==> src/rtl/gpev_pkg.sv <==
`timescale 1ns/1ps
package gpev_pkg;
  localparam int REG_W     = 32;
  // word-address map; each group region holds up to GRP_SLOTS groups
  localparam int GRP_SLOTS = 8;
  localparam int STS_BASE  = 0;
  localparam int EN_BASE   = 8;
  localparam int WSTS_BASE = 16;
  localparam int WEN_BASE  = 24;
  localparam int CFG_BASE  = 32;

  localparam logic [1:0] EVM_LEVEL = 2'd0;
  localparam logic [1:0] EVM_EDGE  = 2'd1;
  localparam logic [1:0] EVM_OFF   = 2'd2;
  localparam logic [1:0] EVM_BOTH  = 2'd3;

  // route[3]=bit20, route[2]=bit19 (system control), route[1]=bit18, route[0]=bit17
  typedef struct packed {
    logic [1:0] evmode;
    logic       invert;
    logic [3:0] route;
    logic       rx_off;
    logic       tx_off;
    logic       tx_val;
  } pad_cfg_t;

  localparam pad_cfg_t CFG_RESET = '{evmode: EVM_OFF, invert: 1'b0, route: 4'h0,
                                     rx_off: 1'b0, tx_off: 1'b1, tx_val: 1'b0};

  function automatic logic [REG_W-1:0] cfg_to_word(pad_cfg_t c, logic rx);
    logic [REG_W-1:0] w;
    w        = '0;
    w[26:25] = c.evmode;
    w[23]    = c.invert;
    w[20:17] = c.route;
    w[9]     = c.rx_off;
    w[8]     = c.tx_off;
    w[1]     = rx;
    w[0]     = c.tx_val;
    return w;
  endfunction

  function automatic pad_cfg_t word_to_cfg(logic [REG_W-1:0] w);
    pad_cfg_t c;
    c.evmode = w[26:25];
    c.invert = w[23];
    c.route  = w[20:17];
    c.rx_off = w[9];
    c.tx_off = w[8];
    c.tx_val = w[0];
    return c;
  endfunction

  // cur/prev are already qualified (receiver gate and inversion applied)
  function automatic logic pad_event(logic [1:0] mode, logic cur, logic prev);
    case (mode)
      EVM_LEVEL: return cur;
      EVM_EDGE:  return cur & ~prev;
      EVM_BOTH:  return cur ^ prev;
      default:   return 1'b0;
    endcase
  endfunction

  function automatic logic [REG_W-1:0] group_valid_mask(int grp, int gsize, int npads);
    logic [REG_W-1:0] m;
    for (int b = 0; b < REG_W; b++)
      m[b] = (b < gsize) && ((grp * gsize + b) < npads);
    return m;
  endfunction
endpackage

==> src/rtl/gpev_input_sync.sv <==
`timescale 1ns/1ps
module gpev_input_sync #(
  parameter int NUM_PADS = 20
) (
  input  logic                clk,
  input  logic                rst_n,
  input  logic [NUM_PADS-1:0] pad_in,
  output logic [NUM_PADS-1:0] rx_now,
  output logic [NUM_PADS-1:0] rx_last
);
  logic [NUM_PADS-1:0] meta_q;

  always_ff @(posedge clk or negedge rst_n) begin
    if (!rst_n) begin
      meta_q  <= '0;
      rx_now  <= '0;
      rx_last <= '0;
    end else begin
      meta_q  <= pad_in;
      rx_now  <= meta_q;
      rx_last <= rx_now;
    end
  end
endmodule

==> src/rtl/gpev_pad_cfg.sv <==
`timescale 1ns/1ps
module gpev_pad_cfg
  import gpev_pkg::*;
#(
  parameter int NUM_PADS = 20,
  parameter int ADDR_W   = 6
) (
  input  logic                       clk,
  input  logic                       rst_n,
  input  logic                       wr_en,
  input  logic [ADDR_W-1:0]          wr_addr,
  input  logic [REG_W-1:0]           wr_data,
  output pad_cfg_t [NUM_PADS-1:0]    cfg_o
);
  pad_cfg_t cfg_q [NUM_PADS];
  pad_cfg_t cfg_new;

  assign cfg_new = word_to_cfg(wr_data);

  for (genvar p = 0; p < NUM_PADS; p++) begin : g_pad
    localparam logic [ADDR_W-1:0] MY_ADDR = ADDR_W'(CFG_BASE + p);
    always_ff @(posedge clk or negedge rst_n) begin
      if (!rst_n)
        cfg_q[p] <= CFG_RESET;
      else if (wr_en && (wr_addr == MY_ADDR))
        cfg_q[p] <= cfg_new;
    end
    assign cfg_o[p] = cfg_q[p];
  end
endmodule

==> src/rtl/gpev_group_bank.sv <==
`timescale 1ns/1ps
module gpev_group_bank
  import gpev_pkg::*;
#(
  parameter int NUM_PADS   = 20,
  parameter int GROUP_SIZE = 8,
  parameter int ADDR_W     = 6,
  parameter int STS_ADDR   = 0,
  parameter int EN_ADDR    = 8,
  localparam int NUM_GROUPS = (NUM_PADS + GROUP_SIZE - 1) / GROUP_SIZE,
  localparam int PADDED     = NUM_GROUPS * GROUP_SIZE
) (
  input  logic                  clk,
  input  logic                  rst_n,
  input  logic                  wr_en,
  input  logic [ADDR_W-1:0]     wr_addr,
  input  logic [GROUP_SIZE-1:0] wr_data,
  input  logic [PADDED-1:0]     set_vec,
  output logic [PADDED-1:0]     sts_o,
  output logic [PADDED-1:0]     en_o,
  output logic [PADDED-1:0]     clr_o
);
  for (genvar g = 0; g < NUM_GROUPS; g++) begin : g_grp
    localparam logic [REG_W-1:0]      VM32  = group_valid_mask(g, GROUP_SIZE, NUM_PADS);
    localparam logic [GROUP_SIZE-1:0] VMASK = VM32[GROUP_SIZE-1:0];
    localparam logic [ADDR_W-1:0]     A_STS = ADDR_W'(STS_ADDR + g);
    localparam logic [ADDR_W-1:0]     A_EN  = ADDR_W'(EN_ADDR + g);

    logic [GROUP_SIZE-1:0] sts_q, en_q, clr_g, set_g;

    assign clr_g = (wr_en && (wr_addr == A_STS)) ? (wr_data & VMASK) : '0;
    assign set_g = set_vec[g*GROUP_SIZE +: GROUP_SIZE] & VMASK;

    always_ff @(posedge clk or negedge rst_n) begin
      if (!rst_n) begin
        sts_q <= '0;
        en_q  <= '0;
      end else begin
        // a new event in the same cycle beats the clear
        sts_q <= (sts_q & ~clr_g) | set_g;
        if (wr_en && (wr_addr == A_EN))
          en_q <= wr_data & VMASK;
      end
    end

    assign sts_o[g*GROUP_SIZE +: GROUP_SIZE] = sts_q;
    assign en_o [g*GROUP_SIZE +: GROUP_SIZE] = en_q;
    assign clr_o[g*GROUP_SIZE +: GROUP_SIZE] = clr_g;
  end
endmodule

==> src/rtl/gpev_ctrl.sv <==
`timescale 1ns/1ps
module gpev_ctrl
  import gpev_pkg::*;
#(
  parameter int NUM_PADS   = 20,
  parameter int GROUP_SIZE = 8,
  parameter int ADDR_W     = 6
) (
  input  logic                clk,
  input  logic                rst_n,
  input  logic                reg_wr,
  input  logic [ADDR_W-1:0]   reg_addr,
  input  logic [31:0]         reg_wdata,
  output logic [31:0]         reg_rdata,
  input  logic [NUM_PADS-1:0] pad_in,
  output logic [NUM_PADS-1:0] pad_out,
  output logic [NUM_PADS-1:0] pad_oe,
  output logic                irq,
  output logic                wake
);
  localparam int NUM_GROUPS = (NUM_PADS + GROUP_SIZE - 1) / GROUP_SIZE;
  localparam int PADDED     = NUM_GROUPS * GROUP_SIZE;

  pad_cfg_t [NUM_PADS-1:0] cfg_arr;
  logic [NUM_PADS-1:0] rx_now, rx_last, rx_live;
  logic [NUM_PADS-1:0] evt_pad, pad_evoff, pad_sci_route;
  logic [PADDED-1:0]   evt_vec, wake_ok;
  logic [PADDED-1:0]   sts_vec, en_vec, sts_clr;
  logic [PADDED-1:0]   wsts_vec, wen_vec, wsts_clr;

  gpev_input_sync #(.NUM_PADS(NUM_PADS)) u_sync (
    .clk(clk), .rst_n(rst_n), .pad_in(pad_in), .rx_now(rx_now), .rx_last(rx_last)
  );

  gpev_pad_cfg #(.NUM_PADS(NUM_PADS), .ADDR_W(ADDR_W)) u_cfg (
    .clk(clk), .rst_n(rst_n), .wr_en(reg_wr), .wr_addr(reg_addr),
    .wr_data(reg_wdata), .cfg_o(cfg_arr)
  );

  // per-pad receive qualification and event detection
  for (genvar p = 0; p < NUM_PADS; p++) begin : g_evt
    logic q_cur, q_prev;
    assign rx_live[p]       = rx_now[p] & ~cfg_arr[p].rx_off;
    assign q_cur            = rx_live[p] ^ cfg_arr[p].invert;
    assign q_prev           = (rx_last[p] & ~cfg_arr[p].rx_off) ^ cfg_arr[p].invert;
    assign evt_pad[p]       = pad_event(cfg_arr[p].evmode, q_cur, q_prev);
    assign pad_evoff[p]     = (cfg_arr[p].evmode == EVM_OFF);
    assign pad_sci_route[p] = cfg_arr[p].route[2];
    assign pad_out[p]       = cfg_arr[p].tx_val;
    assign pad_oe[p]        = ~cfg_arr[p].tx_off;
  end

  always_comb begin
    evt_vec = '0;
    wake_ok = '0;
    evt_vec[NUM_PADS-1:0] = evt_pad;
    wake_ok[NUM_PADS-1:0] = ~pad_sci_route;
  end

  gpev_group_bank #(
    .NUM_PADS(NUM_PADS), .GROUP_SIZE(GROUP_SIZE), .ADDR_W(ADDR_W),
    .STS_ADDR(STS_BASE), .EN_ADDR(EN_BASE)
  ) u_irq_bank (
    .clk(clk), .rst_n(rst_n), .wr_en(reg_wr), .wr_addr(reg_addr),
    .wr_data(reg_wdata[GROUP_SIZE-1:0]), .set_vec(evt_vec),
    .sts_o(sts_vec), .en_o(en_vec), .clr_o(sts_clr)
  );

  gpev_group_bank #(
    .NUM_PADS(NUM_PADS), .GROUP_SIZE(GROUP_SIZE), .ADDR_W(ADDR_W),
    .STS_ADDR(WSTS_BASE), .EN_ADDR(WEN_BASE)
  ) u_wake_bank (
    .clk(clk), .rst_n(rst_n), .wr_en(reg_wr), .wr_addr(reg_addr),
    .wr_data(reg_wdata[GROUP_SIZE-1:0]), .set_vec(evt_vec),
    .sts_o(wsts_vec), .en_o(wen_vec), .clr_o(wsts_clr)
  );

  assign irq  = |(sts_vec & en_vec);
  assign wake = |(wsts_vec & wen_vec & wake_ok);

  // read mux
  always_comb begin
    reg_rdata = '0;
    for (int g = 0; g < NUM_GROUPS; g++) begin
      if (reg_addr == ADDR_W'(STS_BASE + g))  reg_rdata[GROUP_SIZE-1:0] = sts_vec [g*GROUP_SIZE +: GROUP_SIZE];
      if (reg_addr == ADDR_W'(EN_BASE + g))   reg_rdata[GROUP_SIZE-1:0] = en_vec  [g*GROUP_SIZE +: GROUP_SIZE];
      if (reg_addr == ADDR_W'(WSTS_BASE + g)) reg_rdata[GROUP_SIZE-1:0] = wsts_vec[g*GROUP_SIZE +: GROUP_SIZE];
      if (reg_addr == ADDR_W'(WEN_BASE + g))  reg_rdata[GROUP_SIZE-1:0] = wen_vec [g*GROUP_SIZE +: GROUP_SIZE];
    end
    for (int p = 0; p < NUM_PADS; p++) begin
      if (reg_addr == ADDR_W'(CFG_BASE + p)) reg_rdata = cfg_to_word(cfg_arr[p], rx_live[p]);
    end
  end
endmodule

==> config.mk <==
export PLATFORM = sky130hd
export DESIGN_NAME = gpev_ctrl
export DESIGN_NICKNAME = d
export VERILOG_FILES = /design/src/rtl/gpev_pkg.sv /design/src/rtl/gpev_input_sync.sv /design/src/rtl/gpev_pad_cfg.sv /design/src/rtl/gpev_group_bank.sv /design/src/rtl/gpev_ctrl.sv
export SDC_FILE = /design/constraint.sdc
export NUM_CORES = 1
export LEC_CHECK = 0
export BUFFER_PORTS_ARGS = -buffer_cell sky130_fd_sc_hd__buf_2
export CORE_UTILIZATION = 51
export CTS_CLUSTER_DIAMETER = 80
export DETAILED_ROUTE_END_ITERATION = 10
export GPL_TIMING_DRIVEN = 0
export PLACE_DENSITY_LB_ADDON = 0.08
export REMOVE_ABC_BUFFERS = 1
export SYNTH_ARGS = -nofsm -noshare
export SYNTH_HDL_FRONTEND = slang
export SYNTH_SLANG_ARGS = --single-unit
==> constraint.sdc <==
create_clock -name clk -period 4.1 [get_ports clk]
set_input_delay 1.025 -clock clk [delete_from_list [all_inputs] [get_ports clk]]
set_output_delay 1.025 -clock clk [all_outputs]
set_load 0.02 [all_outputs]
==> impl_results.md <==
- Run status: finished with violations
- Failing checks: negative setup slack
- First-pass GRT wire length: 78110 µm
- Worst-path fanout max: 19
- Number of cells on the critical path: 7
- Post-synth top flop: dfrtp_1
- Post-place setup slack: -1.314 ns
- Starting density of the core: 0.5229
- Critical Path AT: 3.08 ns
- Maxcap violations: 0
- Die W: 185.3 µm
- FF+latch count, synth: 340
- Met2 WL: 23860 µm
- Avg Vias per Cell: 6.171
- Reg2Reg Depth: 5
- Remaining DRCs: 0
- Vias in the first global route: 12340
- CP bufs+invs: 2
- Drt total wl: 52150 µm
- Netlist cell types: 74
- Worst setup EP type: output pin
- Syn Inst Count: 1489
- Worst path slowest cell: or4_4
- DRT met1 WL: 22650 µm
- Initial DRC Count: 1040
- CP Cell Sequence: buf_4, or4_4, nor2_4, o221ai_2, a311oi_2, o22a_1, buf_2
- Critical path required time: 3.07 ns
- Vias: 12530
- Clock Sinks: 340
- Total GRT Usage: 0.3123
- Synth area leaders: dfrtp_1, mux2_2, dfstp_2, nand2_1, mux2i_1
- Delay-heaviest family, CP: simple AND/OR/NAND/NOR gates
- Top-area cell type share of the netlist area: 0.4379
- Core Area: 32780 µm²
- Max Slew Vio Count: 0
- Setup TNS: -0.004371 ns
- Unrepaired setup endpoints after global routing: yes
- Final min period: 4.102 ns
- H-Tree Depth: 2
- Clock Path Buffers: 3
- Mean area per synthesized cell: 11.51 µm²
- Asr flop ratio synth: 1.000
- GPL Wtd Cong: 0.8983
- Fin nets: 1638
- Leak pwr: 8.625 nW
- Clk_lat worst skew: 0.56 ns
- Layout area overhead: 14.56%
- Syn Std Cell Area: 17140 µm²
- Area post-placement: 17740 µm²
- Fin worst setup slack: -0.002407 ns
- Final Cell Area: 19640 µm²
- Seq/Total Area, Yosys: 0.4992
- Num rows: 66
- Root buf cell: clkbuf_16
- Final Hold Fails: 0
- Antenna violation net count after detailed routing: 0
- Largest net degree at the start of global routing: 93
- Synth area leader: dfrtp_1
- CTS tree: yes
- Crit path largest cell delay: 0.62 ns
- Final period util: 1.001
- Detailed placement HPWL: 34290 µm
- # IOs: 135
- Slew HR: 0.02354
- Clock skew: 0.03344 ns
- Least-Margin Pin Slew: 1.459 ns
- Max layer used: met4
- Avg WL per Cell: 25.68 µm
- Grt ovf: 0
- Share of layout cells above drive strength 1: 0.3424
- Hold Crit Depth: 0
- Die area: 34350 µm²
- Most frequent cells in the layout: dfrtp_1, mux2_2, nand2_1
- Power Total: 8.987 mW
- CP startpoint kind: input pin
- DRT Pass-1 Iters: 5
- Initial antenna violation count: 1
- Yosys Warn Count: 0
- Hold buffers post-CTS: 0
- Clock transition at path regs: 0.06 ns
- Total CTS buffers: 38
- Met3 wire length: 3806 µm
- Max Fclk: 243.8 MHz
- Post-layout util: 0.5991
- Vert. Die Dim: 185.3 µm
- IR drop worst, VDD: 0.2915 mV
- EDFF count, synth: 0
- P per Cell Area: 457.6 nW/µm²
- # setup viols final: 2
- Port Buffers: 104
- Most common cell after layout, fill and taps aside: dfrtp_1
- Hold Crit Class: register to register
- WS Path Type: input pin to output pin
-- final cells by class --
cell class	count	area, µm²
Antenna cell	3	7.507
Clock buffer	57	1112
Clock inverter	12	103.9
Fill cell	2784	13140
Inverter	33	140.1
Multi-Input combinational cell	1001	8020
Sequential cell	340	8558
Tap cell	442	553.0
Timing Repair Buffer	142	1137
Timing Repair inverter	1	7.507
-- worst paths after layout --
| path | start | to | slack (ns) |
|---|---|---|---|
| max | reg_addr[5] | reg_rdata[0] | -0.002 |
| min | u_sync.meta_q[6]$_DFF_PN0_ | u_sync.rx_now[6]$_DFF_PN0_ | 0.34 |
| max reg2reg | u_cfg.cfg_o[92]$_DFFE_PN0P_ | u_irq_bank.g_grp[1].sts_q[1]$_DFF_PN0_ | 2.29 |
| min reg2reg | u_sync.meta_q[6]$_DFF_PN0_ | u_sync.rx_now[6]$_DFF_PN0_ | 0.34 |
| max in group asynchronous | rst_n | u_cfg.cfg_o[131]$_DFFE_PN1P_ | 2.35 |
| min in group asynchronous | rst_n | u_irq_bank.g_grp[0].sts_q[7]$_DFF_PN0_ | 0.45 |
-- worst register-to-register path: cells and delay by family, from the launching register on --
kind | cells | cell delay, ns
adders and majority gates | 1 | 0.27
DFF | 1 | 0.42
and+or+nand+nor | 1 | 0.27
AOI/OAI and AO/OA | 2 | 0.53
xor gates and xnor gates | 1 | 0.24
-- sequential cells by signal, summed over array words and instances, names as in the netlist --
signal                   cells
u_cfg.cfg_o                200
u_sync.meta_q               20
u_wake_bank.g_grp.sts_q     20
u_irq_bank.g_grp.sts_q      20
u_wake_bank.g_grp.en_q      20
u_irq_bank.g_grp.en_q       20
u_sync.rx_now               20
u_sync.rx_last              20
-- power by group --
group	internal (mW)	switching [mW]	total (mW)
sequential	3.76	0.314	4.08
combinational	0.711	0.861	1.57
clock	1.95	1.39	3.34
total	6.42	2.57	8.99
-- per-stage QoR --
step	instances	hold WS, ns
after floorplan	1374	0.3312
after global placement	1920	0.3316
after detailed placement	1927	0.3347
after CTS	2017	0.3478
after global routing	2029	0.3524
final	2031	0.3435
-- per-layer routing --
metal | track usage | vias to the layer above
met2 | 0.4779 | 536
met5 | 0 | -
li1 | - | 5454
met1 | 0.4352 | 6434
met4 | 0.1263 | 0
met3 | 0.06056 | 110
-- repair_timing --
item | in CTS | in global routing
gates resized for setup | 53 | 17
endpoints found under the setup margin | 62 | 9
buffers inserted | 16 | 9
cloned | 5 | 1
endpoints found under the hold margin | 0 | 0
pin swaps | 8 | 8
-- synth_stat cells, types with 4 or more instances --
cell      instances
dfrtp_1         300
mux2_2          228
nand2_1         123
nor2_1           66
o21ai_0          65
a21oi_1          50
buf_2            49
mux2i_1          45
a21o_1           44
dfstp_2          40
buf_4            39
xnor2_1          38
clkbuf_1         37
inv_1            32
nand3_1          28
nor2b_1          27
nand2b_1         26
a22oi_1          23
o22ai_1          23
ha_1             20
mux4_2           20
nor3_1           19
a22o_1           14
nand3b_1         11
a211oi_1          8
a221oi_1          8
and2_1            7
a222oi_1          6
o32ai_1           6
a311oi_1          5
a31oi_1           5
nor2_2            4
nor4_1            4
o211ai_1          4
o221ai_1          4
-- cell families (layout without fill, tap and decap cells) --
logic type / count (synthesis) / after routing / synth area share
AOI/OAI and AO/OA: 286 / 286 / 0.1114
xor gates and xnor gates: 41 / 41 / 0.02095
adders and majority gates: 20 / 20 / 0.01460
buffers and inverters: 162 / 245 / 0.04846
DFF: 340 / 340 / 0.4992
muxes: 293 / 293 / 0.2023
other: 1 / 18 / 0.0002187
and+or+nand+nor: 346 / 346 / 0.1029
(Power assumes the default switching activity.)
